===== src/rtl/pload_pkg.sv =====
package pload_pkg;
  typedef enum logic [2:0] {
    K_IDLE, K_PROG, K_SEC, K_VER, K_XPROG, K_XVER, K_CREG, K_ERR
  } kind_e;

  typedef enum logic [1:0] {S_IDLE, S_WAIT, S_ACT} st_e;

  localparam logic [7:0] CTRL_RST  = 8'hF8;
  localparam int         LOCK_BIT  = 0;
  localparam int         RANGE_BIT = 3;
  localparam int         PART_LSB  = 4;
  localparam logic [3:0] PART_DFLT = 4'd2;
endpackage


===== src/rtl/pload_decode.sv =====
module pload_decode
  import pload_pkg::*;
(
  input  logic       ld_i,
  input  logic       pse_n_i,
  input  logic       stb_n_i,
  input  logic       hv_i,
  input  logic [2:0] sel_i,
  output kind_e      kind_o
);
  logic pgm;
  assign pgm = !pse_n_i && !stb_n_i;

  always_comb begin
    kind_o = K_IDLE;
    if (ld_i) begin
      if (hv_i) begin
        if (pgm) begin
          if (sel_i[2])          kind_o = sel_i[1] ? K_SEC : K_PROG;
          else if (sel_i[1])     kind_o = sel_i[0] ? K_CREG : K_XPROG;
          else                   kind_o = K_ERR;
        end
      end else begin
        if (sel_i[2:1] == 2'b00)                   kind_o = K_VER;
        else if (!stb_n_i)                         kind_o = K_ERR;
        else if (sel_i == 3'b010 && !pse_n_i)      kind_o = K_XVER;
      end
    end
  end
endmodule


===== src/rtl/pload_seq.sv =====
module pload_seq
  import pload_pkg::*;
#(
  parameter int ADDR_W   = 15,
  parameter int NRM_W    = 12,
  parameter int XTRA     = 8,
  parameter int NKEY     = 5,
  parameter int CTRL_ADR = 16,
  parameter int DW       = 8,
  localparam int IDX_W   = $clog2(NKEY + 1),
  localparam int CNT_W   = $clog2(XTRA + 1)
) (
  input  logic              clk,
  input  logic              rst_n,
  input  kind_e             kind_i,
  input  logic [ADDR_W-1:0] addr_i,
  input  logic [DW-1:0]     wdata_i,
  input  logic              lock_i,
  input  logic [DW-1:0]     mem_rdata_i,
  output logic              mem_we_o,
  output logic              mem_re_o,
  output logic [ADDR_W-1:0] mem_addr_o,
  output logic [DW-1:0]     mem_wdata_o,
  output logic              reg_we_o,
  output logic [IDX_W-1:0]  reg_idx_o,
  output logic              prog_evt_o,
  output logic              sec_evt_o,
  output logic [DW-1:0]     rdata_o,
  output logic              rd_valid_o,
  output logic              busy_o,
  output logic              mode_err_o
);
  st_e               st_q, st_n;
  kind_e             kind_q, op_q;
  logic [ADDR_W-1:0] adr_q, adr_n;
  logic [DW-1:0]     dat_q, rdat_q, rdat_n;
  logic [CNT_W-1:0]  cnt_q, cnt_n;
  logic              rv_q, err_q;
  logic              launch, creg_ok, bad, go, xp, act, rd_en;
  logic [7:0]        lo;

  assign lo      = addr_i[7:0];
  assign creg_ok = (addr_i[ADDR_W-1:8] == '0) && (int'(lo) >= CTRL_ADR)
                   && (int'(lo) <= CTRL_ADR + NKEY);
  assign launch  = (st_q == S_IDLE) && (kind_i != kind_q) && (kind_i != K_IDLE);
  assign bad     = launch && (kind_i == K_ERR || (kind_i == K_CREG && !creg_ok));
  assign go      = launch && !bad;
  assign xp      = (kind_i == K_XPROG) || (kind_i == K_XVER);
  assign adr_n   = xp ? addr_i : ADDR_W'(addr_i[NRM_W-1:0]);
  assign act     = (st_q == S_ACT);
  assign rd_en   = act && (op_q == K_VER || op_q == K_XVER);
  assign rdat_n  = lock_i ? {DW{1'b1}} : mem_rdata_i;

  always_comb begin
    st_n  = st_q;
    cnt_n = cnt_q;
    case (st_q)
      S_IDLE: if (go) begin
        st_n  = xp ? S_WAIT : S_ACT;
        cnt_n = '0;
      end
      S_WAIT: if (cnt_q == CNT_W'(XTRA - 1)) st_n = S_ACT;
              else                           cnt_n = cnt_q + 1'b1;
      default: st_n = S_IDLE;
    endcase
  end

  always_ff @(posedge clk or negedge rst_n) begin
    if (!rst_n) begin
      st_q   <= S_IDLE;
      kind_q <= K_IDLE;
      cnt_q  <= '0;
      err_q  <= 1'b0;
      rv_q   <= 1'b0;
    end else begin
      st_q   <= st_n;
      kind_q <= kind_i;
      cnt_q  <= cnt_n;
      err_q  <= bad;
      rv_q   <= rd_en;
    end
  end

  always_ff @(posedge clk or negedge rst_n) begin
    if (!rst_n) begin
      op_q  <= K_IDLE;
      adr_q <= '0;
      dat_q <= '0;
    end else if (go) begin
      op_q  <= kind_i;
      adr_q <= adr_n;
      dat_q <= wdata_i;
    end
  end

  always_ff @(posedge clk or negedge rst_n) begin
    if (!rst_n)      rdat_q <= '0;
    else if (rd_en)  rdat_q <= rdat_n;
  end

  assign mem_we_o    = act && (op_q == K_PROG || op_q == K_XPROG);
  assign mem_re_o    = rd_en;
  assign mem_addr_o  = adr_q;
  assign mem_wdata_o = dat_q;
  assign reg_we_o    = act && (op_q == K_CREG);
  assign reg_idx_o   = IDX_W'(adr_q[7:0] - 8'(CTRL_ADR));
  assign prog_evt_o  = act && (op_q == K_PROG || op_q == K_SEC);
  assign sec_evt_o   = act && (op_q == K_SEC);
  assign rdata_o     = rdat_q;
  assign rd_valid_o  = rv_q;
  assign busy_o      = (st_q != S_IDLE);
  assign mode_err_o  = err_q;
endmodule


===== src/rtl/pload_cfg.sv =====
module pload_cfg
  import pload_pkg::*;
#(
  parameter int NKEY = 5,
  parameter int DW   = 8,
  localparam int IDX_W = $clog2(NKEY + 1)
) (
  input  logic              clk,
  input  logic              rst_n,
  input  logic              prog_evt_i,
  input  logic              sec_evt_i,
  input  logic              reg_we_i,
  input  logic [IDX_W-1:0]  reg_idx_i,
  input  logic [DW-1:0]     wdata_i,
  output logic [7:0]        ctrl_o,
  output logic [NKEY*DW-1:0] key_o,
  output logic              lock_o
);
  logic [7:0] ctrl_q, ctrl_n;
  logic       mapped_q, map_now, ctrl_wr, ctrl_en;

  assign map_now = prog_evt_i && !mapped_q;
  assign ctrl_wr = reg_we_i && (reg_idx_i == '0);
  assign ctrl_en = map_now || sec_evt_i || ctrl_wr;

  always_comb begin
    ctrl_n = ctrl_q;
    if (map_now) begin
      ctrl_n[RANGE_BIT]           = 1'b0;
      ctrl_n[PART_LSB +: 4]       = PART_DFLT;
    end
    if (sec_evt_i) ctrl_n[LOCK_BIT] = 1'b1;
    if (ctrl_wr)   ctrl_n = wdata_i[7:0];
  end

  always_ff @(posedge clk or negedge rst_n) begin
    if (!rst_n)       ctrl_q <= CTRL_RST;
    else if (ctrl_en) ctrl_q <= ctrl_n;
  end

  always_ff @(posedge clk or negedge rst_n) begin
    if (!rst_n)       mapped_q <= 1'b0;
    else if (map_now) mapped_q <= 1'b1;
  end

  for (genvar k = 0; k < NKEY; k++) begin : g_key
    logic          en;
    logic [DW-1:0] q;
    assign en = reg_we_i && (reg_idx_i == IDX_W'(k + 1));
    always_ff @(posedge clk or negedge rst_n) begin
      if (!rst_n)  q <= '0;
      else if (en) q <= wdata_i;
    end
    assign key_o[k*DW +: DW] = q;
  end

  assign ctrl_o = ctrl_q;
  assign lock_o = ctrl_q[LOCK_BIT];
endmodule


===== src/rtl/pload_ctrl.sv =====
module pload_ctrl
  import pload_pkg::*;
#(
  parameter int ADDR_W   = 15,
  parameter int NRM_W    = 12,
  parameter int XTRA     = 8,
  parameter int NKEY     = 5,
  parameter int CTRL_ADR = 16,
  parameter int DW       = 8,
  localparam int IDX_W   = $clog2(NKEY + 1)
) (
  input  logic               clk,
  input  logic               rst_n,
  input  logic               ld_rst_i,
  input  logic               pse_n_i,
  input  logic               stb_n_i,
  input  logic               hv_ok_i,
  input  logic [2:0]         sel_i,
  input  logic [ADDR_W-1:0]  addr_i,
  input  logic [DW-1:0]      wdata_i,
  output logic               mem_we_o,
  output logic               mem_re_o,
  output logic [ADDR_W-1:0]  mem_addr_o,
  output logic [DW-1:0]      mem_wdata_o,
  input  logic [DW-1:0]      mem_rdata_i,
  output logic [DW-1:0]      rdata_o,
  output logic               rd_valid_o,
  output logic               busy_o,
  output logic               mode_err_o,
  output logic [7:0]         ctrl_o,
  output logic [NKEY*DW-1:0] key_o
);
  kind_e             kind;
  logic              lock, reg_we, prog_evt, sec_evt;
  logic [IDX_W-1:0]  reg_idx;

  pload_decode u_dec (
    .ld_i(ld_rst_i), .pse_n_i(pse_n_i), .stb_n_i(stb_n_i),
    .hv_i(hv_ok_i), .sel_i(sel_i), .kind_o(kind)
  );

  pload_seq #(
    .ADDR_W(ADDR_W), .NRM_W(NRM_W), .XTRA(XTRA), .NKEY(NKEY),
    .CTRL_ADR(CTRL_ADR), .DW(DW)
  ) u_seq (
    .clk(clk), .rst_n(rst_n), .kind_i(kind), .addr_i(addr_i),
    .wdata_i(wdata_i), .lock_i(lock), .mem_rdata_i(mem_rdata_i),
    .mem_we_o(mem_we_o), .mem_re_o(mem_re_o), .mem_addr_o(mem_addr_o),
    .mem_wdata_o(mem_wdata_o), .reg_we_o(reg_we), .reg_idx_o(reg_idx),
    .prog_evt_o(prog_evt), .sec_evt_o(sec_evt), .rdata_o(rdata_o),
    .rd_valid_o(rd_valid_o), .busy_o(busy_o), .mode_err_o(mode_err_o)
  );

  pload_cfg #(.NKEY(NKEY), .DW(DW)) u_cfg (
    .clk(clk), .rst_n(rst_n), .prog_evt_i(prog_evt), .sec_evt_i(sec_evt),
    .reg_we_i(reg_we), .reg_idx_i(reg_idx), .wdata_i(mem_wdata_o),
    .ctrl_o(ctrl_o), .key_o(key_o), .lock_o(lock)
  );
endmodule


===== config.mk =====
export PLATFORM = sky130hd
export DESIGN_NAME = pload_ctrl
export DESIGN_NICKNAME = d
export VERILOG_FILES = /design/src/rtl/pload_pkg.sv /design/src/rtl/pload_decode.sv /design/src/rtl/pload_seq.sv /design/src/rtl/pload_cfg.sv /design/src/rtl/pload_ctrl.sv
export SDC_FILE = /design/constraint.sdc
export NUM_CORES = 1
export LEC_CHECK = 0
export ABC_AREA = 0
export BUFFER_PORTS_ARGS = -buffer_cell sky130_fd_sc_hd__buf_2
export CAP_MARGIN = 5
export CORE_MARGIN = 2
export CORE_UTILIZATION = 40
export DETAILED_ROUTE_END_ITERATION = 8
export GPL_ROUTABILITY_DRIVEN = 1
export PLACE_DENSITY = 0.67
export SETUP_SLACK_MARGIN = 0.15
export SLEW_MARGIN = 30
export SYNTH_ARGS = -nofsm -noshare
export SYNTH_HDL_FRONTEND = slang
export SYNTH_SLANG_ARGS = --single-unit

===== constraint.sdc =====
create_clock -name clk -period 2.5 [get_ports clk]
set_clock_uncertainty 0.15 [all_clocks]
set_input_delay 0.125 -clock clk [delete_from_list [all_inputs] [get_ports clk]]
set_output_delay 0.125 -clock clk [all_outputs]
set_load 0.01 [all_outputs]

== Word-level counts from Yosys, hierarchy flattened ==
Cells that the tools add are included.
Widths: inputs -> output; s select.
Storage, ports and cells
  register bits: 94
  output and inout port bits: 84
  logic and storage cells: 114
Cells by class
  $add $sub $neg: 2
  $lt $le $gt $ge: 2
  eq/ne operators: 23
  muxes and demuxes: 22
  reduce and logical (&&, ||, !) cells: 47
Operators by type and width (number)
  $eq 3x3->1 const B: 9
  $mux 3: 8
  $logic_and 1x1->1: 21
  $mux 8: 2
  $eq 3x2->1 const B: 5
  $mux 15: 1
  $mux 2: 5
  $ge 8x5->1 const B: 1
  $le 8x5->1 const B: 1
  $mux 4: 2
  $pmux 4 s2: 1
  $reduce_and 2->1: 4
  $reduce_bool 2->1: 4
  $logic_not 7->1: 1
  $logic_or 1x1->1: 7
  $eq 3x1->1 const B: 2
  $logic_not 1->1: 5
  $mux 5: 1
  $add 4x1->4 const B: 1
  $eq 4x3->1 const B: 1
  $logic_not 2->1: 2
  $ne 2x1->1 const B: 2
  $pmux 2 s2: 1
  $logic_not 3->1: 1
  other kinds (8): 8

== Depth between registers and ports, before layout ==
Gate-level depths: netlist (run 1).
  depth in word-level cells: 15
  mapped depth: 10
  mapped depth without buffers: 7

== Cells and area by module ==
From an unflattened synthesis (run 1), not the netlist that was laid out.
Unflattened totals
  cells, all modules: 299
  area total of the unflattened synthesis: 4067.7 um2
Modules (own cells, without submodules)
  pload_seq: times used 1, cells an instance 162, area an instance 2025.7 um2, sequential area each 1126.1 um2
  pload_cfg: times used 1, cells an instance 123, area an instance 1940.6 um2, sequential area each 1232.4 um2
  pload_decode: times used 1, cells an instance 14, area an instance 101.3 um2, sequential area each 0.0 um2

== Worst setup path after synthesis (run 1) ==
OpenSTA, ideal clock, no wires.
  path kind: input port to flip-flop
  start: input sel_i[1]
  end: register u_seq.dat_q[6] (netlist: u_seq.mem_wdata_o[6])
  setup time: 0.125 ns
  data arrival time: 1.807 ns
  required time: 2.225 ns
  slack: 0.417 ns
  stages on the path: 9
  buffers on the path: 3
  cell sequence: nor3b_1 o41a_1 or2_1 buf_2 mux2i_1 o211ai_1 buf_6 buf_6 mux2_4
On the way
  cells in the longest elaborated chain, start to end: 13
  elaborated cells on any way between the ends: 23
  those cells by class: eq/ne (4); mux (9); reduce/logical (10)
RTL lines
  start, declared: RTL line pload_ctrl.sv:18  | input logic [2:0] sel_i,
  $eq 3x2->1: RTL line pload_decode.sv:26  | else if (sel_i == 3'b010 && !pse_n_i) kind_o = K_XVER;
  $logic_and 1x1->1: RTL line pload_decode.sv:26
  $mux 3: RTL line pload_decode.sv:26
  $mux 3: RTL line pload_decode.sv:25  | else if (!stb_n_i) kind_o = K_ERR;
  $mux 3: RTL line pload_decode.sv:24  | if (sel_i[2:1] == 2'b00) kind_o = K_VER;
  $mux 3 *: RTL line pload_decode.sv:17  | if (hv_i) begin
  $mux 3 *: RTL line pload_decode.sv:16  | if (ld_i) begin
  $ne 3x3->1 / $eq 3x3->1 (equally long branches): RTL line pload_seq.sv:45, pload_seq.sv:46
  $logic_and 1x1->1 (on tied branches): RTL line pload_seq.sv:45, pload_seq.sv:46
  $logic_and 1x1->1 / $logic_or 1x1->1 (equally long branches): RTL line pload_seq.sv:45, pload_seq.sv:46
  $logic_and 1x1->1: RTL line pload_seq.sv:46  | assign bad = launch && (kind_i == K_ERR || (kind_i == K_CREG && !creg_ok));
  $logic_not 1->1: RTL line pload_seq.sv:47  | assign go = launch && !bad;
  $logic_and 1x1->1 *: RTL line pload_seq.sv:47
  end signal, assigned: RTL line pload_seq.sv:92  | dat_q <= wdata_i;
  end, declared: RTL line pload_seq.sv:36  | logic [DW-1:0] dat_q, rdat_q, rdat_n;
Every way passes the cells marked *; elsewhere a longest branch is shown, timed or not.
A chain may end at the register's enable or synchronous reset.

== Worst setup path after layout (run 1) ==
  start: input addr_i[13]
  end: register u_seq.dat_q[6] (netlist: u_seq.mem_wdata_o[6])
On the way
  cells in the longest elaborated chain, start to end: 9
RTL lines
  start, declared: RTL line pload_ctrl.sv:19  | input logic [ADDR_W-1:0] addr_i,
  $logic_not 7->1: RTL line pload_seq.sv:43  | assign creg_ok = (addr_i[ADDR_W-1:8] == '0) && (int'(lo) >= CTRL_ADR)
  $logic_and 1x1->1: RTL line pload_seq.sv:43
  $logic_and 1x1->1: RTL line pload_seq.sv:44  | && (int'(lo) <= CTRL_ADR + NKEY);
  $logic_not 1->1: RTL line pload_seq.sv:46
  $logic_and 1x1->1: RTL line pload_seq.sv:46
  $logic_or 1x1->1: RTL line pload_seq.sv:46
  $logic_and 1x1->1: RTL line pload_seq.sv:46
  $logic_not 1->1: RTL line pload_seq.sv:47
  $logic_and 1x1->1: RTL line pload_seq.sv:47
No other way between the ends.

==> out/results.txt, run 1 <==
Outcome: completed
Total track usage: 0.172
Syn_area_per_cell: 13.0 um^2
CP max-delay cell: dlygate4sd3_1
Post-DP HPWL: 6.42 mm
TritonCTS Buffers: 9
CORE AREA: 9680 um^2
Number of max-cap violations: 0
Prevailing post-synth register cell: dfrtp_1
Leading area contributor after synthesis: dfrtp_1
I/O pins: 124
First-pass GRT wire length: 14.2 mm
CP endpoint kind: flop
R2R Setup Slk: 0.38 ns
FP Rows: 36
Slew @ Worst Pin: 0.670 ns
Clock Latency Late Sink: 0.35 ns
Synth Instances: 303
Iter 0 DRT Violations: 92
CP max stage delay: 0.55 ns
Total wire length: 9.22 mm
Worst EP arrival: 2.32 ns
DRC: 0
Setup TNS: 0 ns
Root Buffer Master: clkbuf_8
Count leader, synth: dfrtp_1
Vias per cell: 4.95
Share of the synthesized area in the top cell type: 0.564
Shortest period the worst path allows: 2.23 ns
Area Growth Syn to Fin: 34.0%
WL/cell: 15.2 um
FILL cells: 836
Ys async rst share: 1.00
Synth unique cells: 49
Delay-heaviest family, CP: buffers and inverters
Area contributors post-synth: dfrtp_1 (56%), mux2_2 (17%), dfstp_2 (3.3%)
YS warnings: 0
Placer Congestion: 0.848
Final ANT Viol Nets: 0
Syn Nets: 344
Post-CTS setup buffer count: 0
Lkg Pwr: 2.68 nW
Vias: 2997
Share of cells above drive strength 1: 0.462
Nets: 508
Port Buffers: 123
Max Clk Rate: 448 MHz
CP Launch Type: input port
Initial antenna violation count: 0
R2R Path Start: u_seq.op_q[0]$_DFFE_PN0P_
DRT Pass-1 Iters: 4
Clock slew at reported path FFs: 0.10 ns
Initial Util: 0.407
Power density over cell area: 896 nW/um^2
CP Buf/Inv Count: 3
Post-synth EDFFs: 0
H-tree Lvls: 3
Setup Viol. Count Final: 0
Yosys reg bits: 94
Peak VDD IR: 533 uV
Die H: 103 um
Die area: 10700 um^2
Finished Layout Cells: 605
FF-to-FF path depth: 5
Synth cell count leaders: dfrtp_1 (89), mux2_2 (61), nor2_1 (27)
RR Endpoint: u_cfg.g_key[3].q[6]$_DFFE_PN0P_
Final hold violations: 0
Seq/Total Area, Yosys: 0.598
Antenna diode count: 0
Die width: 103 um
RSZ-0062 raised after global routing: no
Slew margin rel.: 0.554
Post-Syn Area: 3950 um^2
Largest net degree at the start of global routing: 55
Worst setup path class: in2reg
Global route total overflow: 0
Critical Path RT: 2.59 ns
Placed cell count: 556
CTS Buffer Depth: 2
Hold crit path type: in2async
Largest fanout on the critical path: 13
Vias in the first global route: 2881
Max Transition Viols Final: 0
Crit-path cells: dlygate4sd3_1 > buf_2 > nor4_1 > and4_1 > a21oi_1 > mux2i_1 > o211ai_1 > buf_4 > mux2_4
Sink Count: 94
CTS tree: done
Period utilization: 0.893
==> repair_timing <==
| action | CTS | global route |
|---|---|---|
| hold buffers | 33 | 0 |
| endpoints found under the hold margin | 78 | 0 |
| resized for setup | 0 | 1 |
| endpoints found under the setup margin | 0 | 20 |
==> registers in the layout, indices dropped and copies added, names as in the netlist <==
register and count:
u_seq.mem_addr_o 15, u_seq.mode_err_o 1, u_seq.cnt_q 4, u_seq.rdata_o 8, u_cfg.ctrl_o 8, u_seq.mem_wdata_o 8, u_seq.kind_q 3, u_cfg.mapped_q 1
u_seq.rd_valid_o 1, u_seq.st_q 2, u_cfg.g_key.q 40, u_seq.op_q 3
==> stage by stage <==
stage	power [W]	hold slack [ns]	utilization	setup WS [ns]	instance area [um^2]
3_3_place_gp	0.00356	0.0493	0.488	0.216	4730
4_1_cts	0.00478	0.180	0.545	0.247	5280
6_report	0.00474	0.167	0.546	0.268	5290
3_5_place_dp	0.00362	0.0501	0.488	0.161	4730
5_1_grt	0.00505	0.230	0.546	0.152	5290
2_1_floorplan	0.00301	-0.321	-	0.417	3950
==> how the worst max path moves through the flow <==
stage               slack [ns]  cells past startpoint                               end       start
global route              0.15                      8         u_seq.op_q[1]$_DFFE_PN0P_    ld_rst_i
global placement          0.22                      8   u_seq.mem_addr_o[2]$_DFFE_PN0P_    sel_i[1]
CTS                       0.25                      9  u_seq.mem_wdata_o[6]$_DFFE_PN0P_   addr_i[7]
finish                    0.27                      9  u_seq.mem_wdata_o[6]$_DFFE_PN0P_  addr_i[13]
detailed placement        0.16                      8         u_seq.op_q[1]$_DFFE_PN0P_    sel_i[2]
floorplan                 0.42                      9  u_seq.mem_wdata_o[6]$_DFFE_PN0P_    sel_i[1]
==> report_power, final <==
| part | switching [W] | leakage (nW) | internal [W] |
|---|---|---|---|
| clock network | 0.000541 | 0.113 | 0.000575 |
| registers | 0.000375 | 1.19 | 0.00191 |
| logic | 0.000649 | 1.37 | 0.000685 |
| total | 0.00156 | 2.68 | 0.00317 |
==> worst reg2reg max path: stages, from the launching register on <==
cell,delay [ns]
dfrtp_1,0.43
nor2b_1,0.19
nand3_1,0.20
nor3b_1,0.34
nand2b_1,0.34
mux2_2,0.37
==> cells in the final DEF (no fill, tap or decap), types with 7 or more instances in the layout <==
cell,netlist,routed
a21oi_1,11,11
nor2_1,27,27
dfrtp_1,89,89
nand3_1,7,7
mux2_2,61,61
dlygate4sd3_1,0,33
buf_2,2,122
buf_4,1,9
o21ai_0,8,8
clkbuf_8,0,9
inv_1,7,7
==> layer usage <==
layer,track usage,part of all wire
met5,0,0
met4,0.0526,0.013
met3,0.0329,0.046
met2,0.284,0.49
met1,0.231,0.46
==> cells by family after synthesis <==
family,count (synthesis),share of synthesized area
XOR/XNOR,5,0.0111
AND/OR/NAND/NOR,76,0.102
AO/OA/AOI/OAI,46,0.0834
flip-flops,94,0.598
adder cells (fa/ha/maj),1,0.00317
buffers and inverters,18,0.0225
multiplexers,63,0.180
==> cell type report <==
type / count / area [um^2] / share of cell area
sequential: 94 / 2360 / 0.446
multi-input combinational: 191 / 1510 / 0.285
timing repair buffer: 164 / 1010 / 0.191
tap: 133 / 166 / 0.0315
clock buffer: 10 / 128 / 0.0241
clock inverter: 6 / 93.8 / 0.0178
inverter: 7 / 26.3 / 0.00497
No activity file was read; power rests on OpenSTA's default activity.
==> run 2: changes to the inputs <==
==> constraint.sdc (replaced) <==
create_clock -name clk -period 2.5 [get_ports clk]
set_clock_uncertainty 0.15 [all_clocks]
set_input_delay 0 -clock clk [delete_from_list [all_inputs] [get_ports clk]]
set_output_delay 0 -clock clk [all_outputs]
set_load 0.01 [all_outputs]
==> run 2 against run 1 <==
  * Sequential share of layout area about the same
  * Critical path depth down 4
  * Non-clock buffer count down 3
  * Wire length down 0.62%
  * Maximum frequency up 3.9%
  * Utilization about the same
  * Critical endpoint is now u_cfg.g_key[1].q[0]$_DFFE_PN0P_
  * Highest routed layer unchanged
==> out/results.txt, run 2 (synthesis results as in run 1) <==
Slew margin rel.: 0.491 (-0.0627)
Psw: 0.00156 W (-0.43%)
Placer Congestion: 0.867 (+2.3%)
Period utilization: 0.859 (-0.0337)
I/O pins: 124 (unchanged)
Post-DP HPWL: 6.26 mm (-2.4%)
Setup TNS: 0 ns (unchanged)
Die H: 103 um (unchanged)
Worst setup path class: reg2reg
Peak VDD IR: 441 uV (-17%)
RSZ-0062 raised after global routing: no
FP Rows: 36 (unchanged)
First-pass GRT wire length: 14.1 mm (-0.92%)
Number of max-cap violations: 0 (unchanged)
Storage element area: 2360 um^2 (unchanged)
Total wire length: 9.16 mm (-0.62%)
Power density over cell area: 894 nW/um^2 (-0.23%)
Largest fanout on the critical path: 8 (-5)
TritonCTS Buffers: 9 (unchanged)
Total track usage: 0.174 (+0.00260)
Port Buffers: 123 (unchanged)
Commonest cells after routing, fill and taps aside: buf_2 (122), dfrtp_1 (89), mux2_2 (61), dlygate4sd3_1 (33), nor2_1 (27)
Nets: 505 (-0.59%)
DRT Pass-1 Iters: 4 (unchanged)
CP max stage delay: 0.45 ns (-0.10 ns)
Largest net degree at the start of global routing: 61 (+11%)
FILL cells: 818 (-2.2%)
Initial Util: 0.407 (unchanged)
Slew @ Worst Pin: 0.764 ns (+0.0940 ns)
Clock Latency Late Sink: 0.36 ns (about the same)
Most flop-heavy register: u_cfg.g_key.q
Leading cell type in the layout, fill and taps excluded: buf_2
CTS Buffer Depth: 2 (unchanged)
Root Buffer Master: clkbuf_8
CORE AREA: 9680 um^2 (unchanged)
CP max-delay cell: dfrtp_1
Antenna diode count: 0 (unchanged)
Int Power: 0.00317 W (about the same)
Clock slew at reported path FFs: 0.08 ns (-0.02 ns)
Vias in the first global route: 2833 (-1.7%)
Die width: 103 um (unchanged)
CP endpoint kind: flop
Lkg Pwr: 2.67 nW (-0.21%)
H-tree Lvls: 3 (unchanged)
Worst EP arrival: 2.24 ns (-0.08 ns)
Max Transition Viols Final: 0 (unchanged)
Max reg flops: 40 (unchanged)
CP Buf/Inv Count: 0 (-3)
Sequential share of power: 0.484 (about the same)
Final core utilization: 0.546 (about the same)
Final hold violations: 0 (unchanged)
Crit path from: u_seq.op_q[1]$_DFFE_PN0P_
Delay-heaviest family, CP: simple AND/OR/NAND/NOR gates
CTS tree: done
Multi-input gate area: 1510 um^2 (unchanged)
Hold crit path type: in2reg
Shortest period the worst path allows: 2.15 ns (-0.0843 ns)
Setup Viol. Count Final: 0 (unchanged)
Sink Count: 94 (unchanged)
Global route total overflow: 0 (unchanged)
Critical Path RT: 2.59 ns (about the same)
Vias per cell: 4.86 (-1.8%)
Die area: 10700 um^2 (unchanged)
Max Clk Rate: 466 MHz (+3.9%)
Worst hold start: hv_ok_i
Outcome: completed
Area Growth Syn to Fin: 34.1% (about the same)
Iter 0 DRT Violations: 135 (+47%)
Vias: 2928 (-2.3%)
Clock power frac: 0.237 (about the same)
Crit-path cells: nor2b_1 > nand3_1 > nor2_1 > nand3b_1 > mux2_2
Switching Fraction: 0.330 (-0.000900)
R2R Path Start: u_seq.op_q[1]$_DFFE_PN0P_
CP Launch Type: flop
DRC: 0 (unchanged)
Initial antenna violation count: 0 (unchanged)
Share of cells above drive strength 1: 0.458 (-0.00344)
Gate power share: 0.279 (-0.003)
WL/cell: 15.2 um (-0.12%)
Final ANT Viol Nets: 0 (unchanged)
## run 2: cell count changes in the layout (fill, tap and decap cells not counted)
cell	before	now
inv_6	1	2
clkinv_2	1	0
buf_12	0	2
inv_8	1	0
clkinv_4	1	2
buf_4	9	4
## run 2: repair_timing
action | 4_1_cts | 5_1_grt
endpoints found under the hold margin | 94 | 0
hold buffers | 33 | 0
resized for setup | 0 | 1
endpoints found under the setup margin | 0 | 15
buffers inserted | 0 | 0
## run 2: final timing paths
check                                                    to  slack [ns]  cells after the start
max                         u_cfg.g_key[1].q[0]$_DFFE_PN0P_        0.35                      5
min                               u_seq.kind_q[0]$_DFF_PN0_        0.08                      4
max reg2reg                 u_cfg.g_key[1].q[0]$_DFFE_PN0P_        0.35                      5
min reg2reg                     u_cfg.ctrl_o[5]$_DFFE_PN1P_        0.32                      2
max in group asynchronous  u_seq.mem_wdata_o[5]$_DFFE_PN0P_        1.43                      3
min in group asynchronous   u_cfg.g_key[3].q[3]$_DFFE_PN0P_        0.10                      2
## run 2: area by class of cell
| cell class | instances | share of cell area |
|---|---|---|
| flip-flops and latches | 94 | 0.446 |
| multi-input cells | 191 | 0.285 |
| repair buffers | 161 | 0.191 |
| well taps | 133 | 0.0315 |
| clock buffers | 10 | 0.0241 |
| clock inverters | 6 | 0.0180 |
| inverters | 7 | 0.00497 |
## run 2: per-layer routing
| layer | track usage | vias up | routed length [um] |
|---|---|---|---|
| li1 | - | 1414 | - |
| met1 | 0.229 | 1419 | 4150 |
| met2 | 0.292 | 83 | 4470 |
| met3 | 0.0403 | 12 | 422 |
| met4 | 0.0506 | 0 | 127 |
| met5 | 0 | - | 0 |
## run 2: worst register-to-register path: cells and delay by family (launching register included)
| kind | cells | cell delay, ns |
|---|---|---|
| simple gates | 4 | 1.02 |
| mux | 1 | 0.43 |
| flops | 1 | 0.45 |
## run 2: through the flow
step / std cells / instance area (um^2) / setup slack [ns] / hold slack, ns / power [W]
after floorplan: 303 / 3950 / 0.522 / -0.446 / 0.00301
after global placement: 553 / 4730 / 0.316 / -0.0323 / 0.00356
after detailed placement: 553 / 4730 / 0.272 / -0.0244 / 0.00360
after CTS: 602 / 5280 / 0.267 / 0.0684 / 0.00476
after global routing: 602 / 5290 / 0.202 / 0.144 / 0.00505
final: 602 / 5290 / 0.353 / 0.0780 / 0.00473
## run 2: power by group through the flow
stage	Sequential (W)	Combinational [W]	Clock (W)
5_1_grt	0.00236	0.00146	0.00122
6_report	0.00229	0.00132	0.00112
4_1_cts	0.00229	0.00133	0.00115
3_3_place_gp	0.00230	0.00126	0
2_1_floorplan	0.00236	0.000654	0
3_5_place_dp	0.00231	0.00129	0
==> run 3: changes to the inputs <==
CORE_ASPECT_RATIO = 1.25   (was not set)
==> run 3 against run 2 <==
  * Combinational power about the same
  * Sequential share of layout area shrank 0.60 points
  * Count of clock-buffer cells in the layout stayed put
  * Sequential power barely moved
  * Utilization rose by 1.2 points
  * Worst hold slack gained 0.0089 ns
  * Wire length up 0.14%
  * Design area is 1.4% higher
  * Register-to-register slack worse by 0.09 ns
  * First-iteration DRC count fell by 13%
  * Maximum frequency down 3.9%
  * Critical path type unchanged
  * Largest cell class unchanged
==> out/results.txt, run 3 (synthesis results as in run 1) <==
Port Buffers: 123 (unchanged)
Critical Path RT: 2.58 ns (about the same)
Die area: 10700 um^2 (about the same)
Slew margin rel.: 0.579 (+0.0880)
DRC: 0 (unchanged)
Hold Buf Count CTS: 34 (+3.0%)
Antenna diode count: 0 (unchanged)
Final ANT Viol Nets: 0 (unchanged)
Power density over cell area: 927 nW/um^2 (+3.8%)
Area Growth Syn to Fin: 35.9%
Worst setup path class: reg2reg
Sink Count: 94 (unchanged)
Commonest cells after routing, fill and taps aside: buf_2 (123), dfrtp_1 (89), mux2_2 (61), dlygate4sd3_1 (33), nor2_1 (27)
Max reg flops: 40 (unchanged)
Setup TNS: 0 ns (unchanged)
Crit-path cells: nor2b_1 > nand3_1 > nor2_1 > nand3_1 > mux2_2
Worst EP arrival: 2.31 ns (+0.07 ns)
Final WS setup: 0.264 ns (-0.0883 ns)
Initial antenna violation count: 0 (unchanged)
First-pass GRT wire length: 14.7 mm (+4.3%)
Lkg Pwr: 2.71 nW (+1.5%)
Setup Viol. Count Final: 0 (unchanged)
Period utilization: 0.894 (+0.0353)
CP max-delay cell: nand3_1
FILL cells: 830 (+1.5%)
DRT Pass-1 Iters: 4 (unchanged)
Post-DP HPWL: 6.32 mm (+0.84%)
Largest fanout on the critical path: 8 (unchanged)
Total wire length: 9.18 mm (+0.14%)
Share of cells above drive strength 1: 0.459 (about the same)
Slew @ Worst Pin: 0.625 ns (-0.139 ns)
Shortest period the worst path allows: 2.24 ns (+0.0883 ns)
Post-CTS sizing: 0 (unchanged)
Most flop-heavy register: u_cfg.g_key.q
Clock slew at reported path FFs: 0.07 ns (about the same)
TritonCTS Buffers: 9 (unchanged)
Peak VDD IR: 593 uV (+34%)
H-tree Lvls: 3 (unchanged)
CORE AREA: 9610 um^2 (-0.78%)
Hold crit path type: in2async
Vias: 2996 (+2.3%)
Leading cell type in the layout, fill and taps excluded: buf_2
Root Buffer Master: clkbuf_16
CP max stage delay: 0.47 ns (+0.02 ns)
R2R Path Start: u_seq.op_q[1]$_DFFE_PN0P_
Number of max-cap violations: 0 (unchanged)
Die width: 92.8 um (-10%)
Global route total overflow: 0 (unchanged)
I/O pins: 124 (unchanged)
FP Rows: 40 (+11%)
Final core utilization: 0.558 (+0.0118)
CP endpoint kind: flop
Nets: 507 (+0.40%)
Clock Latency Late Sink: 0.34 ns (-0.02 ns)
Total track usage: 0.179 (+0.00488)
Largest net degree at the start of global routing: 74 (+21%)
Placer Congestion: 0.749 (-14%)
Initial Util: 0.411 (+0.00318)
Outcome: completed
CTS Buffer Depth: 2 (unchanged)
Post-CTS setup buffer count: 0 (unchanged)
Vias in the first global route: 2943 (+3.9%)
CP Launch Type: flop
Final hold violations: 0 (unchanged)
Die H: 115 um (+11%)
Vias per cell: 5.02 (+3.2%)
Most frequent CP cell: nand3_1
Max Clk Rate: 447 MHz (-3.9%)
Storage element area: 2360 um^2 (unchanged)
WL/cell: 15.4 um (+0.98%)
Iter 0 DRT Violations: 118 (-13%)
CTS tree: done
Multi-input gate area: 1500 um^2 (-0.42%)
Final Power: 0.00497 W (+5.2%)
Dpl ws: 0.252 ns (-0.0201 ns)
Max Transition Viols Final: 0 (unchanged)
RSZ-0062 raised after global routing: no
Crit path from: u_seq.op_q[1]$_DFFE_PN0P_
==> run 3: cell count changes in the layout (fill, tap and decap cells not counted) <==
| cell | delta |
|---|---|
| nor4b_2 | -1 |
| bufinv_16 | -1 |
| clkbuf_16 | +9 |
| clkinv_4 | -1 |
| clkinvlp_4 | +1 |
| clkbuf_8 | -9 |
| clkinv_2 | +1 |
| nor4b_1 | +1 |
| buf_2 | +1 |
| buf_4 | +1 |
==> run 3: path summary, 6_finish.rpt <==
path	depth (start not counted)	end	slack, ns
hold / removal	3	u_seq.mem_wdata_o[4]$_DFFE_PN0P_	0.09
max in group asynchronous	3	u_seq.rd_valid_o$_DFF_PN0_	1.76
setup / recovery	5	u_cfg.g_key[2].q[2]$_DFFE_PN0P_	0.26
hold reg to reg	1	u_cfg.mapped_q$_DFFE_PN0P_	0.32
setup reg to reg	5	u_cfg.g_key[2].q[2]$_DFFE_PN0P_	0.26
min in group clk	4	u_seq.kind_q[0]$_DFF_PN0_	0.11
==> run 3: metrics by stage <==
step | instance area (um^2) | hold slack [ns] | cells
after floorplan | 3950 | -0.446 | 303
after global routing | 5360 | 0.147 | 597
after CTS | 5370 | 0.0898 | 597
after detailed placement | 4730 | -0.238 | 547
final | 5360 | 0.0869 | 597
after global placement | 4730 | -0.241 | 547
==> run 3: area by class of cell <==
| type | instances | share of cell area |
|---|---|---|
| clock buffers | 10 | 0.0427 |
| clock inverters | 6 | 0.0128 |
| inverters | 7 | 0.00490 |
| multi-input cells | 191 | 0.280 |
| flip-flops and latches | 94 | 0.440 |
| well taps | 126 | 0.0294 |
| repair buffers | 163 | 0.191 |
==> run 3: where the power goes <==
group / leakage (nW) / switching, W / internal (W)
clock: 0.143 / 0.000570 / 0.000782
sequential: 1.19 / 0.000393 / 0.00191
combinational: 1.38 / 0.000633 / 0.000680
==> run 3: metal layers <==
| metal | global-route usage | vias up | wire [um] |
|---|---|---|---|
| li1 | - | 1432 | - |
| met1 | 0.222 | 1472 | 3890 |
| met2 | 0.305 | 82 | 4740 |
| met3 | 0.0308 | 10 | 379 |
| met4 | 0.0873 | 0 | 170 |
| met5 | 0 | - | 0 |
==> run 3: critical path: cells and delay by family (launching register included) <==
family	cells	cell delay [ns]
and+or+nand+nor	4	1.08
DFF	1	0.45
muxes	1	0.46
